File: src/rtl/shack_pkg.sv
package shack_pkg;

    localparam int unsigned BYTE_W = 8;

    // number of whole bytes needed to carry a value of the given width
    function automatic int unsigned bytes_for(input int unsigned width);
        return (width + BYTE_W - 1) / BYTE_W;
    endfunction

    // width needed to hold the sum of n unsigned values of width w
    function automatic int unsigned sum_width(input int unsigned w, input int unsigned n);
        return w + $clog2(n);
    endfunction

endpackage

File: src/rtl/shack_lane_sum.sv
module shack_lane_sum
    import shack_pkg::*;
#(
    parameter int unsigned LANES  = 8,
    parameter int unsigned HINT_W = 9,
    localparam int unsigned SUM_W = sum_width(HINT_W, LANES)
) (
    input  logic [LANES*HINT_W-1:0] hints,
    output logic [SUM_W-1:0]        total
);

    logic [HINT_W-1:0] lane [LANES];

    // unpack the flat hint bus into one element per data bit
    for (genvar g = 0; g < LANES; g++) begin : g_lane
        assign lane[g] = hints[g*HINT_W +: HINT_W];
    end

    always_comb begin
        total = '0;
        for (int i = 0; i < LANES; i++) begin
            total = total + SUM_W'(lane[i]);
        end
    end

endmodule

File: src/rtl/shack_accum.sv
module shack_accum
    import shack_pkg::*;
#(
    parameter int unsigned LANES  = 8,
    parameter int unsigned HINT_W = 9,
    parameter int unsigned ACC_W  = 20,
    localparam int unsigned SUM_W = sum_width(HINT_W, LANES)
) (
    input  logic             clk,
    input  logic             rst_n,
    input  logic             beat_valid,
    input  logic             beat_sop,
    input  logic             beat_eop,
    input  logic [SUM_W-1:0] beat_sum,
    output logic [ACC_W-1:0] acc,
    output logic [ACC_W-1:0] fb
);

    typedef struct packed {
        logic [ACC_W-1:0] acc;
        logic [ACC_W-1:0] fb;
    } acc_st_t;

    acc_st_t st_d, st_q;

    logic [ACC_W:0]   base_ext;
    logic [ACC_W:0]   sum_ext;
    logic [ACC_W-1:0] next_total;

    always_comb begin
        st_d     = st_q;
        // a start beat begins from zero, otherwise continue the packet total
        base_ext = beat_sop ? '0 : {1'b0, st_q.acc};
        sum_ext  = base_ext + (ACC_W+1)'(beat_sum);
        if (sum_ext[ACC_W]) begin
            next_total = '1;
        end else begin
            next_total = sum_ext[ACC_W-1:0];
        end
        if (beat_valid) begin
            st_d.acc = next_total;
            if (beat_eop) begin
                st_d.fb = next_total;
            end
        end
    end

    always_ff @(posedge clk) begin
        if (!rst_n) begin
            st_q <= '0;
        end else begin
            st_q <= st_d;
        end
    end

    assign acc = st_q.acc;
    assign fb  = st_q.fb;

endmodule

File: src/rtl/shack_patcher.sv
module shack_patcher
    import shack_pkg::*;
#(
    parameter int unsigned ACC_W  = 20,
    parameter int unsigned FB_OFS = 4,
    parameter int unsigned CNT_W  = 8,
    localparam int unsigned FB_BYTES = bytes_for(ACC_W),
    localparam int unsigned PAD_W    = FB_BYTES * BYTE_W
) (
    input  logic              clk,
    input  logic              rst_n,
    input  logic [ACC_W-1:0]  fb,
    input  logic              in_valid,
    input  logic              in_sof,
    input  logic              in_is_ack,
    input  logic [BYTE_W-1:0] in_byte,
    output logic [BYTE_W-1:0] out_byte,
    output logic              frame_ack,
    output logic [ACC_W-1:0]  snap
);

    localparam int unsigned CNT_MAX = (1 << CNT_W) - 1;

    typedef struct packed {
        logic [CNT_W-1:0] cnt;
        logic             in_ack;
        logic [ACC_W-1:0] snap;
    } pat_st_t;

    pat_st_t st_d, st_q;

    logic [CNT_W-1:0]  offset;
    logic [ACC_W-1:0]  fb_use;
    logic [PAD_W-1:0]  fb_pad;
    logic [BYTE_W-1:0] fb_byte [FB_BYTES];
    logic              in_window;
    logic [BYTE_W-1:0] sel_byte;

    // offset and frame type of the byte on the input this cycle
    assign offset    = in_sof ? '0 : st_q.cnt;
    assign frame_ack = in_sof ? in_is_ack : st_q.in_ack;
    assign fb_use    = in_sof ? fb : st_q.snap;
    assign fb_pad    = PAD_W'(fb_use);

    for (genvar g = 0; g < FB_BYTES; g++) begin : g_fbyte
        assign fb_byte[g] = fb_pad[g*BYTE_W +: BYTE_W];
    end

    always_comb begin
        in_window = 1'b0;
        sel_byte  = in_byte;
        for (int i = 0; i < FB_BYTES; i++) begin
            if (32'(offset) == FB_OFS + i) begin
                in_window = 1'b1;
                sel_byte  = fb_byte[i];
            end
        end
    end

    assign out_byte = (in_valid && frame_ack && in_window) ? sel_byte : in_byte;

    always_comb begin
        st_d = st_q;
        if (in_valid) begin
            if (in_sof) begin
                st_d.in_ack = in_is_ack;
                st_d.snap   = fb;
            end
            if (32'(offset) == CNT_MAX) begin
                st_d.cnt = offset;
            end else begin
                st_d.cnt = offset + 1'b1;
            end
        end
    end

    always_ff @(posedge clk) begin
        if (!rst_n) begin
            st_q <= '0;
        end else begin
            st_q <= st_d;
        end
    end

    assign snap = st_q.snap;

endmodule

File: src/rtl/shack_top.sv
module shack_top
    import shack_pkg::*;
#(
    parameter int unsigned LANES  = 8,
    parameter int unsigned HINT_W = 9,
    parameter int unsigned ACC_W  = 20,
    parameter int unsigned FB_OFS = 4,
    parameter int unsigned CNT_W  = 8,
    localparam int unsigned HBUS_W = LANES * HINT_W,
    localparam int unsigned SUM_W  = sum_width(HINT_W, LANES)
) (
    input  logic              clk,
    input  logic              rst_n,
    input  logic              up_in_valid,
    input  logic              up_in_sop,
    input  logic              up_in_eop,
    input  logic [LANES-1:0]  up_in_data,
    input  logic [HBUS_W-1:0] up_in_hint,
    output logic              up_out_valid,
    output logic              up_out_sop,
    output logic              up_out_eop,
    output logic [LANES-1:0]  up_out_data,
    output logic [HBUS_W-1:0] up_out_hint,
    input  logic              tx_in_valid,
    input  logic              tx_in_sof,
    input  logic              tx_in_is_ack,
    input  logic [BYTE_W-1:0] tx_in_byte,
    output logic              tx_out_valid,
    output logic              tx_out_sof,
    output logic [BYTE_W-1:0] tx_out_byte
);

    logic [SUM_W-1:0] beat_sum;
    logic [ACC_W-1:0] acc_w;
    logic [ACC_W-1:0] fb_w;
    logic [ACC_W-1:0] snap_w;
    logic             frame_ack_w;

    // upward path: observation only, no register stage
    assign up_out_valid = up_in_valid;
    assign up_out_sop   = up_in_sop;
    assign up_out_eop   = up_in_eop;
    assign up_out_data  = up_in_data;
    assign up_out_hint  = up_in_hint;

    shack_lane_sum #(
        .LANES  (LANES),
        .HINT_W (HINT_W)
    ) u_sum (
        .hints (up_in_hint),
        .total (beat_sum)
    );

    shack_accum #(
        .LANES  (LANES),
        .HINT_W (HINT_W),
        .ACC_W  (ACC_W)
    ) u_acc (
        .clk        (clk),
        .rst_n      (rst_n),
        .beat_valid (up_in_valid),
        .beat_sop   (up_in_sop),
        .beat_eop   (up_in_eop),
        .beat_sum   (beat_sum),
        .acc        (acc_w),
        .fb         (fb_w)
    );

    shack_patcher #(
        .ACC_W  (ACC_W),
        .FB_OFS (FB_OFS),
        .CNT_W  (CNT_W)
    ) u_pat (
        .clk       (clk),
        .rst_n     (rst_n),
        .fb        (fb_w),
        .in_valid  (tx_in_valid),
        .in_sof    (tx_in_sof),
        .in_is_ack (tx_in_is_ack),
        .in_byte   (tx_in_byte),
        .out_byte  (tx_out_byte),
        .frame_ack (frame_ack_w),
        .snap      (snap_w)
    );

    // downward path flags: same cycle
    assign tx_out_valid = tx_in_valid;
    assign tx_out_sof   = tx_in_sof;

endmodule

File: config.mk
export PLATFORM = sky130hd
export DESIGN_NAME = shack_top
export DESIGN_NICKNAME = d
export VERILOG_FILES = /design/src/rtl/shack_pkg.sv /design/src/rtl/shack_lane_sum.sv /design/src/rtl/shack_accum.sv /design/src/rtl/shack_patcher.sv /design/src/rtl/shack_top.sv
export SDC_FILE = /design/constraint.sdc
export NUM_CORES = 1
export LEC_CHECK = 0
export ABC_AREA = 1
export BUFFER_PORTS_ARGS = -buffer_cell sky130_fd_sc_hd__buf_2
export CORE_ASPECT_RATIO = 0.5
export CORE_MARGIN = 5
export CORE_UTILIZATION = 40
export DETAILED_ROUTE_END_ITERATION = 6
export PLACE_DENSITY_LB_ADDON = 0.3
export SLEW_MARGIN = 20
export SYNTH_ARGS = -nofsm -noshare
export SYNTH_HDL_FRONTEND = slang
export SYNTH_SLANG_ARGS = --single-unit
File: constraint.sdc
create_clock -name clk -period 11.8 [get_ports clk]
set_input_delay 1.18 -clock clk [delete_from_list [all_inputs] [get_ports clk]]
set_output_delay 1.18 -clock clk [all_outputs]
set_load 0.05 [all_outputs]
Word-level counts from Yosys, hierarchy flattened:

Cells that the tools add are included.

* register bits: 69
* input bits: 96
* logic and storage cells: 35

* add/subtract/negate cells: 9
* equality and inequality tests: 4
* multiplexer cells: 13
* reduce and logical (&&, ||, !) cells: 4

Operators with widths (number)
* $add 12x9->12: 6
* $mux 20: 3
* $mux 8: 6
* $eq 8x3->1 const B: 3
* $add 21x12->21: 1
* $add 9x9->10: 1
* $add 8x1->8 const B: 1
* $eq 8x8->1 const B: 1
* $mux 1: 4
* $reduce_and 2->1: 2
* $logic_and 1x1->1: 2

Depth between registers and ports, before layout:

Gate-level depths: netlist of run 1.

* depth in word-level cells: 9
* depth in mapped cells: 33

Cells and area by module:

A second synthesis of run 1 with hierarchy kept.

* cells, all modules: 1122
* area, all modules: 7352.1 um^2

Modules (own cells, without submodules)
* shack_accum: times used 1, cells each 449, area each 2726.4 um^2, seq. area each 800.8 um^2
* shack_patcher: times used 1, cells each 330, area each 2011.9 um^2, seq. area each 580.6 um^2
* shack_lane_sum: times used 1, cells each 258, area each 1975.6 um^2, seq. area each 0.0 um^2
* shack_top: times used 1, cells each 85, area each 638.1 um^2, seq. area each 0.0 um^2

Worst setup path after synthesis of run 1:

No wires, ideal clock.

* path type: input to register
* start: input up_in_hint[0]
* end: register u_acc.st_q (netlist bit u_acc.acc[12])
* data arrival time: 6627 ps
* setup slack: 5059 ps
* stages on the path: 31
* buffers on the path: 1
* path through: ha_1 > inv_1 > fa_1 > o21ai_0 > xor2_1 > inv_1 > fa_1 > inv_1 > fa_1 > fa_1 > fa_1 > inv_1 > ha_1 > a21oi_1 > o21ai_0 > a21oi_1 > nor2_1 > nor2_1 > xnor2_1 > ha_1 > nand2_1 > inv_1 > nand2_1 > nand2_1 > a21oi_2 > nand2_2 > nand2_2 > buf_6 > nand3_1 > o21ai_1 > inv_1

* word-level cells in the longest chain between the ends: 9

Ends and longest elaborated chain
* start: declaration: RTL line shack_top.sv:18 `input logic [HBUS_W-1:0] up_in_hint,`
* $add 9x9->10: RTL line shack_lane_sum.sv:22 `total = total + SUM_W'(lane[i]);`
* $add 12x9->12 (6 in series): RTL line shack_lane_sum.sv:22
* $add 21x12->21: RTL line shack_accum.sv:34 `sum_ext = base_ext + (ACC_W+1)'(beat_sum);`
* $mux 20: RTL line shack_accum.sv:35 `if (sum_ext[ACC_W]) begin`
* end signal: assignment: RTL line shack_accum.sv:52 `st_q <= st_d;`
* end: declaration: RTL line shack_accum.sv:24 `acc_st_t st_d, st_q;`

No other way between the ends.
A chain may end at the register's enable or synchronous reset.

Worst setup path in the final report of run 1:

* start: input up_in_hint[0]
* end: register u_acc.st_q (netlist bit u_acc.fb[3])

The elaborated chain is that of the path after synthesis.

==> results.json, run 1 <==
{
  "dp_hpwl_um": 14500,
  "wl_met2_um": 7860,
  "grt_antenna_before_repair": 0,
  "ios": 189,
  "outcome": "completed",
  "seq_power_share_pct": 11.8,
  "post_cts_resized": 0,
  "post-route-drc-count": 0,
  "netlist_instances": 1037,
  "core_um2": 17400,
  "arrival_ns": 7.47,
  "clock_latency_ns": 0.33,
  "ys_top_cells_by_area": "dfxtp_1, fa_1, inv_1",
  "yosys.cell_types.count": 43,
  "dpl.cell_count": 1331,
  "avgSynthCellArea_um2": 6.80,
  "cts-root-buf": "clkbuf_16",
  "cts_hold_buf": 0,
  "fin_total_pwr_uw": 2480,
  "power.switching_uw": 1380,
  "worst-path-max-fanout": 23,
  "grt_pass1_wl_um": 28900,
  "synthArstFlopShare_pct": 0,
  "grtUsageTotal_pct": 16.8,
  "worst_slew_pin_slew_ns": 1.01,
  "yosysSeqAreaShare_pct": 19.6,
  "wl_met1_um": 8590,
  "endpoint_kind": "register",
  "cts_tree": "yes",
  "num_vias": 6377,
  "slew_viol_final": 0,
  "via_per_inst": 4.73,
  "synthesis.area_um2": 7050,
  "die_y_um": 104,
  "clock-sinks": 69,
  "syn_to_final_growth_pct": 9.63,
  "p_int_uw": 1100,
  "slowest_delay_ns": 0.51,
  "grt_max_degree": 40,
  "slew-limit-headroom_pct": 32.8,
  "clockPowerShare_pct": 10.2,
  "power_density_nw_per_um2": 321,
  "numPortBuffers": 172,
  "switching_share_pct": 55.6,
  "wl_met3_um": 895,
  "worstSetupStartpointType": "input pin",
  "worstSetupPathType": "input pin to register",
  "layout_setup_ws_ns": 4.56,
  "clk_pin_slew_worst_paths_ns": 0.07,
  "pre_cts_ws_ns": 4.18,
  "synth_ff_type": "dfxtp_1",
  "drtAntennaViolNets": 0,
  "vdd_drop_max_v": 0.000202,
  "cts_made_buffers": 9,
  "fin_crit_ns": 7.24,
  "max_cap_violations": 0,
  "hold_violations": 0,
  "synth_top_area_share_pct": 19.6,
  "period_share_pct": 61.4,
  "comb_power_share_pct": 78.0,
  "synth-edff-count": 0,
  "first_global_vias": 5982,
  "overflow": 0,
  "yosysMostFrequentCell": "inv_1",
  "worstPathRequired_ns": 12.03,
  "synth-seq-cells": 69,
  "crit_path_top_delay_cell": "fa_1",
  "drt_wl_total_um": 17400,
  "rows": 34,
  "floorplan.die.width_um": 198,
  "finClkSkew_ns": 0.0108,
  "drive_gt1_share_pct": 19.4,
  "top_layer_used": "met4",
  "hp-class": "register to register",
  "stdcell_count": 1348,
  "cts_setup_buffers": 0,
  "h-tree-depth": 3,
  "cts_buffer_depth": 2,
  "setup_viol": 0,
  "drtIter0Drc": 265,
  "synth_top_area_cell": "dfxtp_1",
  "synth_commonest_cells": "inv_1, nand2_1, nor2_1",
  "rsz0062_at_grt": "no",
  "gp_congestion": 0.881,
  "routedWlPerCell_um": 12.9,
  "syn_nets": 1219,
  "dieArea_um2": 20600,
  "start_util_pct": 40.6,
  "synth_warnings": 0,
  "fmax_mhz": 138,
  "finalNetCount": 1290,
  "p_leak_uw": 0.00419,
  "setup_tns_ns": 0,
  "drt_pass1_iterations": 5
}
registers in the layout (all words and copies together) (netlist names):
name and cells:
u_acc.acc 20, u_acc.fb 20, u_pat.snap 20, u_pat.st_q 9
kinds of logic (layout without fill, tap and decap cells):
| kind of cell | count (synthesis) | count (layout) | share of synthesized area (%) |
|---|---|---|---|
| flops | 69 | 69 | 19.6 |
| other cells | 0 | 1 | 0 |
| compound gates | 167 | 167 | 12.7 |
| simple gates | 364 | 364 | 22.3 |
| xor+xnor | 24 | 24 | 2.98 |
| buf+inv | 327 | 403 | 22.3 |
| fa+ha+maj | 86 | 86 | 20.0 |
critical path: cells and delay by family:
family,cells,cell delay [ns]
AO/OA/AOI/OAI,7,1.42
XOR/XNOR,2,0.26
adder cells (fa/ha/maj),8,3.29
buffers and inverters,6,0.37
AND/OR/NAND/NOR,6,0.94
metal layers:
metal,vias to the layer above,track usage [%]
met5,-,0
met2,177,27.2
met3,4,2.65
li1,3278,-
met1,2918,24.2
met4,0,2.06
final timing paths:
path | slack (ns) | from | end | depth (start not counted)
worst max-delay path | 4.56 | up_in_hint[0] | u_acc.fb[3]$_SDFFE_PN0P_ | 29
worst min-delay path | 0.47 | u_pat.st_q[20]$_SDFFE_PN0P_ | u_pat.st_q[20]$_SDFFE_PN0P_ | 2
worst min register to register | 0.47 | u_pat.st_q[20]$_SDFFE_PN0P_ | u_pat.st_q[20]$_SDFFE_PN0P_ | 2
worst max register to register | 9.37 | u_acc.acc[0]$_SDFFE_PN0P_ | u_acc.fb[3]$_SDFFE_PN0P_ | 14
power groups by stage:
| stage | sequential, µW | clock (µW) | combinational (µW) |
|---|---|---|---|
| floorplan | 292 | 0 | 1560 |
| global placement | 299 | 0 | 1910 |
| detailed placement | 299 | 0 | 1930 |
| CTS | 294 | 258 | 1940 |
| global route | 298 | 269 | 2230 |
| finish | 294 | 252 | 1930 |
area by class of cell:
cell class                      count  area, µm²
Inverter                          215        815
Timing Repair Buffer              172        861
Tap cell                          234        293
Multi-Input combinational cell    641       4100
Clock inverter                      7       58.8
Fill cell                        1906       9620
Sequential cell                    69       1380
Clock buffer                        9        225
Antenna cell                        1       2.50
metrics by stage:
step | hold WS (ns) | util (%) | instance area, µm²
6_report | 0.475 | 44.6 | 7730
5_1_grt | 0.503 | 44.5 | 7730
2_1_floorplan | 0.446 | - | 7050
4_1_cts | 0.475 | 44.5 | 7730
3_5_place_dp | 0.467 | 42.9 | 7450
3_3_place_gp | 0.454 | 42.9 | 7450
cells in the final DEF, fill, tap and decap left out, types with 15 or more instances in the layout:
master / count
ha_1: 41
nand3_1: 44
inv_1: 206
dfxtp_1: 69
buf_2: 172
nand2_1: 164
fa_1: 45
o21ai_1: 25
o21ai_0: 44
nand4_1: 15
xor2_1: 17
a21oi_1: 73
nor2_1: 112
Note: power is estimated with default switching activity, not from simulation.
==> inputs of run 2 (changes only) <==
--- a/config.mk
+++ b/config.mk
@@ -5,7 +5,7 @@
 export SDC_FILE = /design/constraint.sdc
 export NUM_CORES = 1
 export LEC_CHECK = 0
-export ABC_AREA = 1
+export ABC_AREA = 0
 export BUFFER_PORTS_ARGS = -buffer_cell sky130_fd_sc_hd__buf_2
 export CORE_ASPECT_RATIO = 0.5
 export CORE_MARGIN = 5
==> constraint.sdc (replaced) <==
create_clock -name clk -period 6 [get_ports clk]
set_input_delay 0.6 -clock clk [delete_from_list [all_inputs] [get_ports clk]]
set_output_delay 0.6 -clock clk [all_outputs]
set_load 0.05 [all_outputs]
==> results.json, run 2 <==
{
  "via_per_inst": 4.91,
  "nFillCells": 1572,
  "ios": 189,
  "die_y_um": 101,
  "rsz0062_at_grt": "yes",
  "core_um2": 16400,
  "overflow": 0,
  "worstSetupStartpointType": "input pin",
  "syn_nets": 998,
  "clock-sinks": 69,
  "outcome": "finished with violations",
  "final_util_pct": 52.3,
  "timing.rr.start": "u_acc.acc[0]$_SDFFE_PN0P_",
  "cts_made_buffers": 9,
  "routedWlPerCell_um": 14.8,
  "grt_antenna_before_repair": 1,
  "worstRegToRegCells": 11,
  "synth-edff-count": 0,
  "cts_tree": "yes",
  "synthArstFlopShare_pct": 0,
  "first_global_vias": 5898,
  "grtUsageTotal_pct": 17.9,
  "min_to": "u_pat.snap[5]$_SDFFE_PN0P_",
  "grt_pass1_wl_um": 28900,
  "violations": "negative setup slack",
  "dp_hpwl_um": 14100,
  "setup_tns_ns": -11.53,
  "slowest_delay_ns": 0.50,
  "cp_top_family": "adder cells",
  "cts_buffer_depth": 2,
  "yosysSeqAreaShare_pct": 20.7,
  "slew-limit-headroom_pct": 38.7,
  "synth_warnings": 0,
  "cts-root-buf": "clkbuf_16",
  "worstHoldStart": "u_pat.snap[5]$_SDFFE_PN0P_",
  "regArea_um2": 1380,
  "path_depth": 29,
  "layout_setup_ws_ns": -0.366,
  "dieArea_um2": 19500,
  "numPortBuffers": 172,
  "avgSynthCellArea_um2": 8.17,
  "reg2reg_setup_slack_ns": 3.33,
  "synth_top_area_share_pct": 20.7,
  "clk_pin_slew_worst_paths_ns": 0.06,
  "synth_commonest_cells": "inv_1, buf_4, nand2_1",
  "fin_crit_ns": 6.37,
  "hold_violations": 0,
  "antenna_cells": 0,
  "hp-class": "register to register",
  "yosys.cell_types.count": 61,
  "clock_latency_ns": 0.33,
  "max_cap_violations": 0,
  "synth_top_area_cell": "dfxtp_1",
  "floorplan.die.width_um": 193,
  "finalNetCount": 1146,
  "final_cell_mix": "buf_2, inv_1, nand2_1, buf_4, dfxtp_1",
  "h-tree-depth": 3,
  "num_vias": 5876,
  "crit_path_top_delay_cell": "fa_1",
  "synth_ff_type": "dfxtp_1",
  "endpoint_kind": "register",
  "cts_hold_buf": 0,
  "yosysMostFrequentCell": "inv_1",
  "drtIter0Drc": 325,
  "netlist_instances": 816,
  "syn_to_final_growth_pct": 28.1,
  "fmax_mhz": 157,
  "worst-path-max-fanout": 4,
  "drt_pass1_iterations": 5,
  "synth-seq-cells": 69,
  "rows": 33,
  "arrival_ns": 6.57,
  "crit_top_cell": "fa_1",
  "r2r_end": "u_acc.acc[17]$_SDFFE_PN0P_",
  "drtAntennaViolNets": 0,
  "worst_slew_pin_slew_ns": 0.919,
  "gp_congestion": 0.864,
  "drive_gt1_share_pct": 38.1,
  "worstPathRequired_ns": 6.20,
  "drt_wl_total_um": 17700,
  "pre_cts_ws_ns": -0.792,
  "post-route-drc-count": 0,
  "grt_max_degree": 38,
  "period_share_pct": 106,
  "worstHoldPathCells": 2,
  "critPathBufInv": 6,
  "setup_viol": 40,
  "worstSetupPathType": "input pin to register",
  "multi_input_area_um2": 4700,
  "synthesis.area_um2": 6670,
  "finClkSkew_ns": 0.00913,
  "ys_top_cells_by_area": "dfxtp_1, fa_1, buf_4",
  "slew_viol_final": 0,
  "start_util_pct": 40.8,
  "final_common_cell": "buf_2"
}
-- run 2: cell types whose count changed after synthesis, moves of 15 or more --
cell      change
a211oi_1     +18
nand2_1      -87
inv_1       -112
nor2_1       -51
nor2b_1      +23
nand3_1      -31
o21ai_1      -23
mux2i_1      +15
-- run 2: cell type report --
type | count | share of cell area, %
timing repair buffer | 251 | 17.7
sequential | 69 | 16.2
clock buffer | 13 | 3.16
clock inverter | 3 | 0.498
inverter | 94 | 4.13
multi-input combinational | 539 | 55.0
tap | 227 | 3.32
-- run 2: worst max-delay path by stage --
stage / slack, ns / startpoint / endpoint
2_1_floorplan: -0.36 / up_in_hint[0] / u_acc.fb[14]$_SDFFE_PN0P_
3_3_place_gp: -0.67 / up_in_hint[1] / u_acc.fb[14]$_SDFFE_PN0P_
3_5_place_dp: -0.79 / up_in_hint[0] / u_acc.fb[14]$_SDFFE_PN0P_
4_1_cts: -0.37 / up_in_hint[0] / u_acc.fb[16]$_SDFFE_PN0P_
5_1_grt: -0.58 / up_in_hint[0] / u_acc.fb[3]$_SDFFE_PN0P_
6_report: -0.37 / up_in_hint[0] / u_acc.acc[17]$_SDFFE_PN0P_
-- run 2: metrics by stage --
| step | instance area [µm²] | hold slack (ns) | std cells |
|---|---|---|---|
| final | 8550 | 0.453 | 1196 |
| after global routing | 8550 | 0.474 | 1196 |
| after CTS | 8270 | 0.454 | 1192 |
| after detailed placement | 7740 | 0.447 | 1168 |
| after global placement | 7740 | 0.439 | 1168 |
| after floorplan | 6850 | 0.434 | 816 |
-- run 2: metal layers --
metal	track usage [%]	share of wire [%]	routed length, µm	vias up
met5	0	0.074	13	-
met4	3.40	1.3	226	2
met3	3.17	5.4	956	24
met2	30.4	47	8270	154
met1	24.3	46	8210	2735
li1	-	-	-	2961
-- run 2: logic make-up (layout without fill, tap and decap cells) --
group           after synthesis  count (layout)  synth area share, %
compound gates              183             183                 18.3
simple gates                217             217                 15.6
xor+xnor                     26              26                 3.41
mux                          27              27                 4.28
flops                        69              69                 20.7
fa+ha+maj                    86              86                 21.2
buf+inv                     208             361                 16.6
-- run 2: timing repair --
item,4_1_cts,5_1_grt
pin swaps,31,31
gates cloned,0,0
setup buffers,8,5
endpoints found under the setup margin,40,40
gates resized for setup,33,49
-- run 2: worst register-to-register path: cells and delay by family, from the launching register on --
kind,cells,cell delay (ns)
fa+ha+maj,2,0.63
flops,1,0.31
simple gates,2,0.37
buf+inv,2,0.27
compound gates,5,0.99
Power of run 2 is left out: the tool's default activity adds up to more than one toggle a clock period on the data nets, which glitch-free logic cannot reach.
